[src/rtl/boom_pkg.sv]
package boom_pkg;
  typedef enum logic [1:0] {
    SEL_NONE = 2'b00,
    SEL_A    = 2'b01,
    SEL_B    = 2'b10,
    SEL_PAIR = 2'b11
  } sel_e;
endpackage

[src/rtl/boom_channel.sv]
module boom_channel #(
  parameter int CNT_W     = 12,
  parameter int STALL_CYC = 1000
) (
  input  logic             clk,
  input  logic             rst,
  input  logic             drive,
  input  logic             click,
  output logic [CNT_W-1:0] count,
  output logic [CNT_W-1:0] count_nxt,
  output logic             stall_hit
);
  localparam int TMR_W = $clog2(STALL_CYC + 1);
  localparam logic [TMR_W-1:0] TMR_LAST = TMR_W'(STALL_CYC - 1);

  logic [TMR_W-1:0] idle_tmr;
  logic             take;

  assign take      = click && drive;
  assign count_nxt = count + CNT_W'(take);
  assign stall_hit = drive && !click && (idle_tmr == TMR_LAST);

  always_ff @(posedge clk) begin
    if (rst) begin
      count    <= '0;
      idle_tmr <= '0;
    end else begin
      count <= count_nxt;
      if (!drive || click)
        idle_tmr <= '0;
      else if (idle_tmr != TMR_LAST)
        idle_tmr <= idle_tmr + 1'b1;
    end
  end

  p_count_frozen_r4: assert property (@(posedge clk) disable iff (rst)
    !drive |=> count == $past(count));
endmodule

[src/rtl/deploy_fsm.sv]
module deploy_fsm
  import boom_pkg::*;
#(
  parameter int CNT_W  = 12,
  parameter int MARGIN = 2
) (
  input  logic             clk,
  input  logic             rst,
  input  logic             arm_en,
  input  logic             start,
  input  logic [1:0]       mode,
  input  logic [CNT_W-1:0] target,
  input  logic [CNT_W-1:0] cnt     [2],
  input  logic [CNT_W-1:0] cnt_nxt [2],
  input  logic [1:0]       stall_hit,
  output logic [1:0]       drive_q,
  output logic             busy_q,
  output logic             done_q,
  output logic [1:0]       stall_q
);
  localparam int XW = CNT_W + 1;
  localparam logic [XW-1:0] MARGIN_X = XW'(MARGIN);

  sel_e             sel_q;
  logic [CNT_W-1:0] tgt_q;
  logic [1:0]       need, pause;

  always_comb begin
    for (int i = 0; i < 2; i++) begin
      need[i]  = sel_q[i] && (cnt_nxt[i] < tgt_q);
      pause[i] = (sel_q == SEL_PAIR) &&
                 ({1'b0, cnt_nxt[i]} >= {1'b0, cnt_nxt[1-i]} + MARGIN_X);
    end
  end

  always_ff @(posedge clk) begin
    if (rst) begin
      busy_q  <= 1'b0;
      sel_q   <= SEL_NONE;
      tgt_q   <= '0;
      drive_q <= '0;
      done_q  <= 1'b0;
      stall_q <= '0;
    end else if (!arm_en) begin
      busy_q  <= 1'b0;
      drive_q <= '0;
    end else if (!busy_q) begin
      if (start) begin
        busy_q  <= 1'b1;
        sel_q   <= sel_e'(mode);
        tgt_q   <= target;
        done_q  <= 1'b0;
        stall_q <= '0;
      end
    end else if (|stall_hit) begin
      stall_q <= stall_hit;
      busy_q  <= 1'b0;
      drive_q <= '0;
    end else if (need == 2'b00) begin
      busy_q  <= 1'b0;
      done_q  <= 1'b1;
      drive_q <= '0;
    end else begin
      drive_q <= need & ~pause;
    end
  end

  p_arm_off_r1: assert property (@(posedge clk) disable iff (rst)
    !arm_en |=> (drive_q == 2'b00) && !busy_q);
  p_lead_pause_a_r5: assert property (@(posedge clk) disable iff (rst)
    (sel_q == SEL_PAIR && drive_q[0]) |-> ({1'b0, cnt[0]} < {1'b0, cnt[1]} + MARGIN_X));
  p_lead_pause_b_r5: assert property (@(posedge clk) disable iff (rst)
    (sel_q == SEL_PAIR && drive_q[1]) |-> ({1'b0, cnt[1]} < {1'b0, cnt[0]} + MARGIN_X));
  p_target_stop_r6: assert property (@(posedge clk) disable iff (rst)
    drive_q[0] |-> cnt[0] < tgt_q);
  p_done_idle_r6: assert property (@(posedge clk) disable iff (rst)
    done_q |-> drive_q == 2'b00);
  p_unselected_r3: assert property (@(posedge clk) disable iff (rst)
    (drive_q & ~sel_q) == 2'b00);
  p_stall_halt_r7: assert property (@(posedge clk) disable iff (rst)
    (|stall_hit && arm_en) |=> drive_q == 2'b00 && stall_q != 2'b00 && !done_q);
endmodule

[src/rtl/boom_pair_deploy.sv]
module boom_pair_deploy #(
  parameter int CNT_W     = 12,
  parameter int MARGIN    = 2,
  parameter int STALL_CYC = 1000
) (
  input  logic             clk,
  input  logic             rst,
  input  logic             arm_en,
  input  logic             start,
  input  logic [1:0]       mode,
  input  logic [CNT_W-1:0] target,
  input  logic [1:0]       click,
  output logic [1:0]       drive,
  output logic [CNT_W-1:0] count_a,
  output logic [CNT_W-1:0] count_b,
  output logic             busy,
  output logic             done,
  output logic [1:0]       stall
);
  logic [CNT_W-1:0] cnt     [2];
  logic [CNT_W-1:0] cnt_nxt [2];
  logic [1:0]       stall_hit;
  logic [1:0]       drive_q;

  for (genvar g = 0; g < 2; g++) begin : g_boom
    boom_channel #(.CNT_W(CNT_W), .STALL_CYC(STALL_CYC)) u_chan (
      .clk       (clk),
      .rst       (rst),
      .drive     (drive_q[g]),
      .click     (click[g]),
      .count     (cnt[g]),
      .count_nxt (cnt_nxt[g]),
      .stall_hit (stall_hit[g])
    );
  end

  deploy_fsm #(.CNT_W(CNT_W), .MARGIN(MARGIN)) u_fsm (
    .clk       (clk),
    .rst       (rst),
    .arm_en    (arm_en),
    .start     (start),
    .mode      (mode),
    .target    (target),
    .cnt       (cnt),
    .cnt_nxt   (cnt_nxt),
    .stall_hit (stall_hit),
    .drive_q   (drive_q),
    .busy_q    (busy),
    .done_q    (done),
    .stall_q   (stall)
  );

  assign drive   = drive_q & {2{arm_en}};
  assign count_a = cnt[0];
  assign count_b = cnt[1];

  p_gate_r1: assert property (@(posedge clk) disable iff (rst)
    !arm_en |-> drive == 2'b00);
endmodule

[config.mk]
export PLATFORM = sky130hd
export DESIGN_NAME = boom_pair_deploy
export DESIGN_NICKNAME = d
export VERILOG_FILES = /design/src/rtl/boom_pkg.sv /design/src/rtl/boom_channel.sv /design/src/rtl/deploy_fsm.sv /design/src/rtl/boom_pair_deploy.sv
export SDC_FILE = /design/constraint.sdc
export NUM_CORES = 1
export LEC_CHECK = 0
export ABC_AREA = 1
export BUFFER_PORTS_ARGS = -buffer_cell sky130_fd_sc_hd__buf_2
export CORE_ASPECT_RATIO = 1.2
export CORE_UTILIZATION = 30
export CTS_CLUSTER_DIAMETER = 100
export DETAILED_ROUTE_END_ITERATION = 12
export SYNTH_ARGS = -nofsm -noshare
export SYNTH_HDL_FRONTEND = slang
export SYNTH_SLANG_ARGS = --single-unit
[constraint.sdc]
create_clock -name clk -period 3.7 [get_ports clk]
set_clock_uncertainty 0.15 [all_clocks]
set_input_delay 0 -clock clk [delete_from_list [all_inputs] [get_ports clk]]
set_output_delay 0 -clock clk [all_outputs]
set_load 0.005 [all_outputs]
* Word level (Yosys, flattened, before mapping)
Index checks and enable logic that the tools add are counted.
W data, S select, Z words.
** Cells by class
- Add/subtract/negate cells :: 6
- $lt $le $gt $ge :: 4
- Equal/unequal tests :: 8
- Multiplexer cells :: 13
- Bitwise logic cells :: 5
- Reductions and logical operators :: 25
** Operator list (count)
- $add A12 B2 Y13 const B :: 2
- $ge A12 B13 Y1 :: 2
- $add A12 B1 Y12 :: 2
- $lt A12 B12 Y1 :: 2
- $add A10 B1 Y10 const B :: 2
- $eq A10 B10 Y1 const B :: 2
- $ne A10 B10 Y1 const B :: 2
- $logic_and A1 B1 Y1 :: 10
- $mux W2 :: 5
- $mux W1 :: 8
- $reduce_or A2 Y1 :: 4
- $ne A2 B2 Y1 const B :: 3
- $reduce_and A3 Y1 :: 2
- $and A2 B2 Y2 :: 2
- $logic_not A1 Y1 :: 4
- $reduce_and A4 Y1 :: 1
- $eq A2 B2 Y1 const B :: 1
- $logic_not A2 Y1 :: 1
- $logic_or A1 B1 Y1 :: 2
- $not A1 Y1 :: 2
- $not A2 Y2 :: 1
- $reduce_bool A2 Y1 :: 1
** Word-level totals
- Register bits :: 64
- Bits of input ports :: 20
- Output and inout bits :: 30

* Longest topological paths before layout
Gate-level depths: netlist (run 1).
- Depth in word-level cells :: 9
- Depth in mapped cells :: 27
- Depth with buffers taken out :: 27

* Cells and area by module
From an unflattened synthesis (run 1), not the netlist that was laid out.
** Second synthesis, totals
- Cells, all modules :: 677
- Area, all modules :: 4594.4 µm²
** Modules (own cells, without submodules)
- boom_channel :: instances 2, cells each 167, area an instance 1151.1 µm², seq. area each 440.4 µm²
- deploy_fsm :: instances 1, cells each 339, area an instance 2277.2 µm², seq. area each 400.4 µm²
- boom_pair_deploy :: instances 1, cells each 4, area an instance 15.0 µm², seq. area each 0.0 µm²

* Worst setup path after synthesis (run 1)
OpenSTA, ideal clock, no wires.
- Kind :: register to register
- Start point :: register u_fsm.drive_q[1]
- End point :: register u_fsm.drive_q[0]
- Arrival time :: 2.736 ns
- Slack :: 0.697 ns
- Cell stages (with the launch flop) :: 28
- Buffers on the path :: 0
- Period minus slack after synthesis :: 3.003 ns
- Cell sequence :: dfxtp_1 nand2_1 inv_1 ha_1 ha_1 nand2_1 inv_1 nor2_1 ha_1 nand2_1 nor2_1 nand3_1 nand2_1 nand2_1 ha_1 nand2_1 nor2_1 nand4_1 nand2_1 nor2_1 nand2_1 nand2_1 nand2_1 nand2_1 nand2_1 nand2_1 nand2_1 a21oi_1
** RTL lines
- from (decl) :: line deploy_fsm.sv:16 : output logic [1:0] drive_q,
- from (signal assigned) :: line deploy_fsm.sv:64 : drive_q <= need & ~pause;

* Worst setup path after layout (run 1)
- Start point :: register u_fsm.drive_q[1]
- End point :: register u_fsm.drive_q[0]
** Between the ends
- Longest elaborated chain between the ends :: 9
** RTL lines
- $logic_and A1 B1 Y1 :: line boom_channel.sv:19 : assign take = click && drive;
- $add A12 B1 Y12 :: line boom_channel.sv:20 : assign count_nxt = count + CNT_W'(take);
- $add A12 B2 Y13 :: line deploy_fsm.sv:32 : ({1'b0, cnt_nxt[i]} >= {1'b0, cnt_nxt[1-i]} + MARGIN_X);
- $ge A12 B13 Y1 :: line deploy_fsm.sv:32
- $logic_and A1 B1 Y1 :: line deploy_fsm.sv:31 : pause[i] = (sel_q == SEL_PAIR) &&
- $not A2 Y2 :: line deploy_fsm.sv:64
- $and A2 B2 Y2 :: line deploy_fsm.sv:64
- $mux W2 :: line deploy_fsm.sv:59 : end else if (need == 2'b00) begin
- $mux W2 * :: line deploy_fsm.sv:55 : end else if (|stall_hit) begin
Mark *: on every way between the ends. The rest lies on a longest branch, timed or not.
A chain may end at the register's enable or synchronous reset.

==> flow_summary.ini, run 1 <==
[clocking]
clk_pin_slew_ns = 0.06
clk_path_buf_depth = 2
cts_tree = done
clk_latency_ns = 0.33
cts_made_buffers = 9
cts_sinks = 64
htree_num_levels = 3
root_buffer = clkbuf_16

[timing]
fmax_mhz = 287
worst_slack_ns = 0.210
worstMarginPinSlew_ns = 0.906
final_hold_viol_count = 0
fin_crit_sh = 0.943
final_max_slew_viol_count = 0
slew_headroom = 0.394
setup_viol = 0
period_needed_ns = 3.49

[synth]
synth_top_area_frac = 0.281
synth_ff_type = dfxtp_1
syn_avg_cell_area_um2 = 6.92
async_flop_share = 0
synth_largest_area_cell = dfxtp_1
postSynthCellCount = 658
yosysSeqAreaShare = 0.281
synth.area.top_cells = dfxtp_1, ha_1, nand2_1
ys_ff_latch = 64
synth_edf_count = 0
synth_cell_types = 40
yosys_warnings = 0
syn_nets = 731
synth_area_um2 = 4550

[worst_setup_path]
reg2reg_slack_ns = 0.21
cp.arrival_ns = 3.59
cp-startpoint = u_fsm.drive_q[1]$_SDFFE_PP0P_
r2r_end = u_fsm.drive_q[0]$_SDFFE_PP0P_
timing.rr.start = u_fsm.drive_q[1]$_SDFFE_PP0P_
cp.buffers_inverters = 3
critical-path-top-delay-family = simple AND/OR/NAND/NOR gates
cp_num_cells = 26
critPathKind = reg2reg
slowest_stage = dfxtp_2
reg2reg_depth = 26
worstPathRequired_ns = 3.79
slowest_delay_ns = 0.37
crit_fanout = 5
endpoint = u_fsm.drive_q[0]$_SDFFE_PP0P_
cp-start-kind = flop
critical_path.endpoint_type = flop
path_common_cell = nand2_1

[outcome]
status = complete, no violations

[floorplan]
num_io_pins = 50
die_h_um = 137
die_x_um = 114
rows = 48
start_util = 0.312
core-area_um2 = 14600
die-area_um2 = 15700

[placement]
port_buffers = 49
hpwl_mm = 9.14
gp_congestion = 0.893
pre_cts_slack_ns = -0.274

[power_and_ir_drop]
power_density_nw_per_um2 = 298
leakagePower_nw = 2.64
irDropWorstVdd_mv = 0.240
p_total_mw = 1.69

[cells_and_area]
final_cell_mix = nand2_1, inv_1, nor2_1, dfxtp_1, ha_1
syn_to_final_growth_pct = 24.3
antenna_cells = 0
nNetsFinal = 812
drive_gt1_frac = 0.171
final_common_cell = nand2_1

[global_routing]
grt_pass1_wl_mm = 19.0
track_usage = 0.156
antenna_found_initial = 0
overflow = 0
grt_max_degree = 30
grt_pass1_vias = 3970

[detailed_routing]
drc = 0
ant_nets = 0
drt_iter0_drc = 215
vias_per_cell = 4.56
firstDrtPassIters = 7
totalWireLength_mm = 11.6
wl_per_cell_um = 12.3
vias = 4303

[run]
drv_cap = 0

[worst_hold_path]
min_path_type = in2reg
## sequential cells by signal, summed over array words and instances, names as in the netlist
signal,count
g_boom.u_chan.count,24
u_fsm.sel_q,2
g_boom.u_chan.idle_tmr,20
u_fsm.done_q,1
u_fsm.stall_q,2
u_fsm.drive_q,2
u_fsm.tgt_q,12
u_fsm.busy_q,1
## per-stage QoR
stage               area [um^2]   util  std cells  TNS [ns]  hold slack (ns)
floorplan                  4550      -        658         0          -0.0708
CTS                        5560  0.381        938         0           0.0203
detailed placement         5050  0.346        903    -0.274            0.137
global placement           5050  0.346        903    -0.237            0.144
global route               5660  0.388        944   -0.0340           0.0545
finish                     5660  0.388        944         0           0.0323
## worst min path at each step
stage,start,endpoint,depth (start not counted)
final,click[0],u_fsm.stall_q[0]$_SDFFE_PP0P_,6
after global routing,click[0],u_fsm.stall_q[0]$_SDFFE_PP0P_,6
after CTS,click[0],u_fsm.stall_q[0]$_SDFFE_PP0P_,6
after detailed placement,start,u_fsm.busy_q$_SDFF_PP0_,3
after global placement,start,u_fsm.busy_q$_SDFF_PP0_,3
after floorplan,arm_en,drive[0],2
## what timing repair did
item	in CTS	in global routing
endpoints found under the hold margin	22	0
pin swaps	0	4
gates resized for setup	4	10
endpoints found under the setup margin	1	2
setup buffers	0	6
hold buffers	19	0
## cells in the mapped netlist, types with 3 or more instances
library cell	count
o21ai_0	26
nand2_2	10
nor3b_1	3
xnor2_1	5
nor2_2	3
dfxtp_1	64
ha_1	53
inv_2	7
xor2_1	16
nand4_1	14
nor2_1	74
nor3_1	16
nand3_1	33
nor2_4	6
inv_1	111
nand3_2	4
a21oi_1	48
nand2_1	130
clkbuf_1	7
## area by class of cell
type / instances / area, um^2
multi-input combinational: 467 / 2850
clock buffer: 10 / 239
inverter: 119 / 448
timing repair buffer: 78 / 523
tap: 200 / 250
clock inverter: 6 / 67.6
fill: 1527 / 8930
sequential: 64 / 1280
## kinds of logic (layout without fill, tap and decap cells)
| family | count (synthesis) | count (layout) | synth area share |
|---|---|---|---|
| simple gates | 301 | 301 | 0.304 |
| buf+inv | 127 | 213 | 0.105 |
| compound gates | 88 | 88 | 0.104 |
| flops | 64 | 64 | 0.281 |
| fa+ha+maj | 53 | 53 | 0.146 |
| xor+xnor | 25 | 25 | 0.0596 |
## per-layer routing
layer	part of all wire	track usage	vias to the layer above
met3	0.043	0.0319	9
met4	0.011	0.0483	0
met5	0	0	-
met2	0.47	0.264	93
met1	0.47	0.197	1932
li1	-	-	2269
## worst reg2reg max path, cell delays in order, from the launching register on
cell	delay (ns)
dfxtp_2	0.37
nand2_1	0.07
inv_1	0.11
ha_4	0.18
ha_2	0.19
nand2_2	0.08
nor2_4	0.20
buf_12	0.13
xor2_4	0.20
buf_4	0.17
nor2_4	0.05
nand4_1	0.09
nand2_1	0.09
ha_1	0.29
nand2_1	0.09
nor2_1	0.07
nand4_1	0.08
nand2_1	0.06
nor2_1	0.08
nand2_1	0.07
nand2_1	0.06
nand2_1	0.05
nand2_1	0.05
nand2_1	0.05
nand2_1	0.08
nand2_1	0.07
a21oi_2	0.20
## where the power goes
part / internal (mW) / leakage, nW / switching, mW / total [mW]
Sequential: 0.701 / 0.519 / 0.00473 / 0.706
Combinational: 0.0436 / 1.98 / 0.0598 / 0.103
Clock: 0.542 / 0.145 / 0.336 / 0.878
No activity file was read; power rests on OpenSTA's default activity.
==> inputs of run 2 (changes only) <==
--- a/config.mk
+++ b/config.mk
@@ -7,10 +7,14 @@
 export LEC_CHECK = 0
 export ABC_AREA = 1
 export BUFFER_PORTS_ARGS = -buffer_cell sky130_fd_sc_hd__buf_2
+export CELL_PAD_IN_SITES_DETAIL_PLACEMENT = 1
+export CELL_PAD_IN_SITES_GLOBAL_PLACEMENT = 1
 export CORE_ASPECT_RATIO = 1.2
 export CORE_UTILIZATION = 30
 export CTS_CLUSTER_DIAMETER = 100
 export DETAILED_ROUTE_END_ITERATION = 12
+export GPL_TIMING_DRIVEN = 1
+export PLACE_DENSITY = 0.71
 export SYNTH_ARGS = -nofsm -noshare
 export SYNTH_HDL_FRONTEND = slang
 export SYNTH_SLANG_ARGS = --single-unit
==> run 2 against run 1 <==
Against the previous run: setup slack improved by 0.0057 ns; largest cell class unchanged; combinational power grew 5%; clock power grew 2%; register-to-register slack about the same.
==> flow_summary.ini, run 2 (same netlist as run 1, synthesis figures left out) <==
[outcome]
status = complete, no violations

[floorplan]
die_x_um = 114
core-area_um2 = 14600
start_util = 0.312
rows = 48
num_io_pins = 50
die_h_um = 137
die-area_um2 = 15700

[detailed_routing]
totalWireLength_mm = 13.3
drt_iter0_drc = 152
vias_per_cell = 4.70
wl_per_cell_um = 14.0
drc = 0
vias = 4439
ant_nets = 0
firstDrtPassIters = 4

[cells_and_area]
largest_register = g_boom.u_chan.count
antenna_cells = 0
final_common_cell = nand2_1
syn_to_final_growth_pct = 25.2
nNetsFinal = 815
reg.largest.list = g_boom.u_chan.count: 24 flops, g_boom.u_chan.idle_tmr: 20 flops, u_fsm.tgt_q: 12 flops
drive_gt1_frac = 0.176
largest_register_ffs = 24
final_cell_mix = nand2_1, inv_1, nor2_1, dfxtp_1, ha_1
fin_area_um2 = 5700

[worst_hold_path]
whs_path_depth = 6
min_path_type = in2reg
min-delay-start = click[0]
hold-path-endpoint = u_fsm.stall_q[0]$_SDFFE_PP0P_

[placement]
placed_area_um2 = 5050
gp_congestion = 0.842
port_buffers = 49
hpwl_mm = 10.6

[clocking]
cts_made_buffers = 9
cts_tree = done
clk_path_buf_depth = 2
clk_pin_slew_ns = 0.05
cts_sinks = 64
root_buffer = clkbuf_16
clk_latency_ns = 0.33
htree_num_levels = 3

[global_routing]
track_usage = 0.178
grt_pass1_vias = 4547
grt_pass1_wl_mm = 21.6
overflow = 0
antenna_found_initial = 0
grt_max_degree = 30

[timing]
fmax_mhz = 287
slew_headroom = 0.365
fin_crit_sh = 0.942
final_hold_viol_count = 0
worstMarginPinSlew_ns = 0.950
final_max_slew_viol_count = 0
rsz0062_at_grt = true
period_needed_ns = 3.48
setup_viol = 0

[worst_setup_path]
reg2reg_slack_ns = 0.22
critical_path.endpoint_type = flop
cp.arrival_ns = 3.61
timing.rr.start = u_fsm.drive_q[1]$_SDFFE_PP0P_
critPathKind = reg2reg
cp-start-kind = flop
cp-startpoint = u_fsm.drive_q[1]$_SDFFE_PP0P_
reg2reg_depth = 19
r2r_end = u_fsm.busy_q$_SDFF_PP0_
worstPathRequired_ns = 3.82
crit_fanout = 5

[run]
drv_cap = 0

[power_and_ir_drop]
p_total_mw = 1.71
leakagePower_nw = 2.66
power_density_nw_per_um2 = 300
irDropWorstVdd_mv = 0.148
-- run 2: timing repair --
item                                    CTS  global route
pin swaps                                 1             4
hold buffers                             19             0
buffers inserted                          2             7
gates cloned                              0             0
hold endpoints to repair                 30             0
gates resized for setup                   6            14
endpoints found under the setup margin    1             2
-- run 2: worst max path at each step --
stage | to | depth (start not counted)
after detailed placement | u_fsm.drive_q[0]$_SDFFE_PP0P_ | 25
final | u_fsm.busy_q$_SDFF_PP0_ | 19
after global placement | u_fsm.drive_q[0]$_SDFFE_PP0P_ | 25
after global routing | u_fsm.drive_q[0]$_SDFFE_PP0P_ | 25
after CTS | u_fsm.drive_q[0]$_SDFFE_PP0P_ | 26
after floorplan | u_fsm.drive_q[0]$_SDFFE_PP0P_ | 27
-- run 2: through the flow --
stage	setup TNS [ns]	util	std cells	setup WS, ns	hold slack (ns)
after global placement	-0.220	0.346	903	-0.220	0.132
after detailed placement	-0.323	0.346	903	-0.323	0.133
after floorplan	0	-	658	0.697	-0.0708
after CTS	0	0.383	938	0.0235	0.0331
final	0	0.391	945	0.216	0.0385
after global routing	-0.115	0.391	945	-0.0933	0.0661
-- run 2: power by group --
| group | leakage, nW | internal (mW) | total [mW] | switching [mW] |
|---|---|---|---|---|
| clock network | 0.148 | 0.600 | 0.892 | 0.293 |
| logic | 1.99 | 0.0446 | 0.108 | 0.0638 |
| registers | 0.519 | 0.701 | 0.706 | 0.00499 |
| total | 2.66 | 1.35 | 1.71 | 0.361 |
-- run 2: cell type report --
cell class,count,area (um^2)
sequential,64,1280
tap,200,250
fill,1857,8890
inverter,119,448
clock buffer,11,243
clock inverter,3,67.6
multi-input combinational,467,2870
timing repair buffer,81,533
-- run 2: layer usage --
layer	track usage	vias up	part of all wire
met5	0	-	0
met4	0.0707	0	0.024
met3	0.0239	20	0.026
met2	0.327	56	0.50
met1	0.208	2102	0.45
li1	-	2261	-
-- run 2: critical path, cell delays in order, from the launching register on --
cell	delay, ns
dfxtp_4	0.37
nand2_1	0.05
inv_1	0.11
ha_4	0.18
ha_2	0.19
nand2_2	0.08
nor2_4	0.12
buf_4	0.15
xor2_4	0.25
inv_2	0.08
buf_4	0.14
ha_1	0.17
a21oi_1	0.20
o31ai_1	0.10
a21oi_1	0.13
nand3_1	0.13
nand2_1	0.08
nand3_1	0.06
a21oi_1	0.12
dlygate4sd3_1	0.56
==> inputs of run 3 (changes only) <==
--- a/config.mk
+++ b/config.mk
@@ -10,11 +10,11 @@
 export CELL_PAD_IN_SITES_DETAIL_PLACEMENT = 1
 export CELL_PAD_IN_SITES_GLOBAL_PLACEMENT = 1
 export CORE_ASPECT_RATIO = 1.2
-export CORE_UTILIZATION = 30
+export CORE_UTILIZATION = 46
 export CTS_CLUSTER_DIAMETER = 100
 export DETAILED_ROUTE_END_ITERATION = 12
 export GPL_TIMING_DRIVEN = 1
-export PLACE_DENSITY = 0.71
+export PLACE_DENSITY = 0.95
 export SYNTH_ARGS = -nofsm -noshare
 export SYNTH_HDL_FRONTEND = slang
 export SYNTH_SLANG_ARGS = --single-unit
==> constraint.sdc (replaced) <==
create_clock -name clk -period 4.4 [get_ports clk]
set_clock_uncertainty 0.15 [all_clocks]
set_input_delay 0 -clock clk [delete_from_list [all_inputs] [get_ports clk]]
set_output_delay 0 -clock clk [all_outputs]
set_load 0.005 [all_outputs]
==> run 3 against run 2 <==
Against the previous run: power fell by 16%; clock power fell by 16%; critical path type unchanged; highest routed layer unchanged; critical endpoint is now u_fsm.drive_q[0]$_SDFFE_PP0P_; critical path depth rose by 6; combinational power fell by 14%; sequential power fell by 16%.
==> flow_summary.ini, run 3 (same netlist as run 1, synthesis figures left out) <==
[outcome]
status = complete, no violations

[power_and_ir_drop]
p_seq_frac = 0.414
p_comb_frac = 0.065
p_int_mw = 1.12
clkPwrFrac = 0.521
irDropWorstVdd_mv = 0.255
p_sw_mw = 0.320
power_density_nw_per_um2 = 266
switching_share = 0.222
leakagePower_nw = 2.60

[timing]
final.setup.tns_ns = 0
rsz0062_at_grt = false
final_max_slew_viol_count = 0
final_hold_viol_count = 0
fin_crit_sh = 0.890
fmax_mhz = 255
slew_headroom = 0.381
period_needed_ns = 3.92
setup_viol = 0
worstMarginPinSlew_ns = 0.927

[cells_and_area]
seqCellArea_um2 = 1280
reg.largest.list = g_boom.u_chan.count: 24 flops, g_boom.u_chan.idle_tmr: 20 flops, u_fsm.tgt_q: 12 flops
syn_to_final_growth_pct = 18.7
final_common_cell = nand2_1
drive_gt1_frac = 0.142
antenna_cells = 0
multi_input_area_um2 = 2790
largest_register = g_boom.u_chan.count
fin_area_um2 = 5410
largest_register_ffs = 24
final_cell_mix = nand2_1, inv_1, nor2_1, dfxtp_1, ha_1
n_fill_cell = 1264
nNetsFinal = 801

[placement]
port_buffers = 49
gp_congestion = 0.853
placed_area_um2 = 4920
hpwl_mm = 10.1

[clocking]
htree_num_levels = 3
clk_path_buf_depth = 2
cts_made_buffers = 9
cts_tree = done
clk_pin_slew_ns = 0.05
clk_latency_ns = 0.34
root_buffer = clkbuf_16
cts_sinks = 64

[floorplan]
rows = 39
die_h_um = 111
num_io_pins = 50
core-area_um2 = 9560
start_util = 0.476
die_x_um = 92.8
die-area_um2 = 10300

[global_routing]
track_usage = 0.297
grt_max_degree = 30
overflow = 0
antenna_found_initial = 0
grt_pass1_vias = 5012
grt_pass1_wl_mm = 23.9

[worst_setup_path]
path_common_cell = nand2_1
worstPathRequired_ns = 4.47
critPathKind = reg2reg
cp.buffers_inverters = 2
slowest_stage = nor2_1
cp.arrival_ns = 3.99
critical-path-top-delay-family = simple AND/OR/NAND/NOR gates
critical_path.endpoint_type = flop
slowest_delay_ns = 0.38
crit_fanout = 4
cp-start-kind = flop

[detailed_routing]
wl_per_cell_um = 16.9
drt_iter0_drc = 169
vias_per_cell = 5.37
ant_nets = 0
drc = 0
totalWireLength_mm = 14.4
vias = 4595
firstDrtPassIters = 4

[worst_hold_path]
min_path_type = in2reg

[run]
drv_cap = 0
## run 3: power groups by stage
stage / combinational (mW) / clock [mW] / sequential (mW)
after floorplan: 0.0489 / 0 / 0.606
after global placement: 0.0706 / 0 / 0.606
after detailed placement: 0.0750 / 0 / 0.607
after CTS: 0.0895 / 0.757 / 0.595
after global routing: 0.102 / 0.784 / 0.596
final: 0.0928 / 0.749 / 0.596
## run 3: worst paths after layout
kind                            startpoint                       endpoint  slack, ns  cells past startpoint
min reg2reg      u_fsm.done_q$_SDFFE_PP0P_      u_fsm.done_q$_SDFFE_PP0P_       0.33                      2
max          u_fsm.drive_q[1]$_SDFFE_PP0P_  u_fsm.drive_q[0]$_SDFFE_PP0P_       0.48                     25
min                               click[1]  u_fsm.stall_q[1]$_SDFFE_PP0P_       0.02                      6
max reg2reg  u_fsm.drive_q[1]$_SDFFE_PP0P_  u_fsm.drive_q[0]$_SDFFE_PP0P_       0.48                     25
## run 3: area by class of cell
cell class | instances | area share
multi-input cells | 467 | 0.517
flip-flops and latches | 64 | 0.237
inverters | 119 | 0.0829
repair buffers | 67 | 0.0787
clock buffers | 11 | 0.0431
well taps | 123 | 0.0285
clock inverters | 4 | 0.0130
## run 3: through the flow
step / utilization / power [mW] / hold WS [ns] / setup slack [ns] / cells
4_1_cts: 0.565 / 1.44 / 0.00115 / 0.494 / 855
6_report: 0.565 / 1.44 / 0.0179 / 0.482 / 855
5_1_grt: 0.565 / 1.48 / 0.0674 / 0.180 / 855
3_5_place_dp: 0.515 / 0.682 / 0.139 / 0.615 / 822
3_3_place_gp: 0.515 / 0.677 / 0.130 / 0.842 / 822
2_1_floorplan: - / 0.655 / -0.0708 / 1.40 / 658
## run 3: worst reg2reg max path, cell delays in order (launching register included)
cell	delay (ns)
dfxtp_1	0.34
nand2_1	0.07
inv_1	0.04
ha_1	0.27
ha_1	0.24
nand2_1	0.13
inv_1	0.07
nor2_1	0.38
nand2_1	0.12
nor2_1	0.27
nand3_1	0.23
xor2_1	0.20
ha_1	0.31
nand2_1	0.08
nor2_1	0.17
nand4_1	0.11
nand2_1	0.08
nor2_1	0.04
nand2_1	0.05
nand2_1	0.04
nand2_1	0.05
nand2_1	0.04
nand2_1	0.07
nand2_1	0.07
nand2_1	0.11
a21oi_1	0.08
## run 3: repair_timing
action	in CTS	in global routing
hold buffers	18	0
setup buffers	0	0
resized for setup	0	0
hold endpoints to repair	38	0
## run 3: per-layer routing
metal  vias up  part of all wire  global-route usage
met1      2212              0.40               0.310
met3        38             0.025              0.0412
met2       108              0.54               0.567
met4         0             0.035               0.139
li1       2237                 -                   -
met5         -                 0                   0
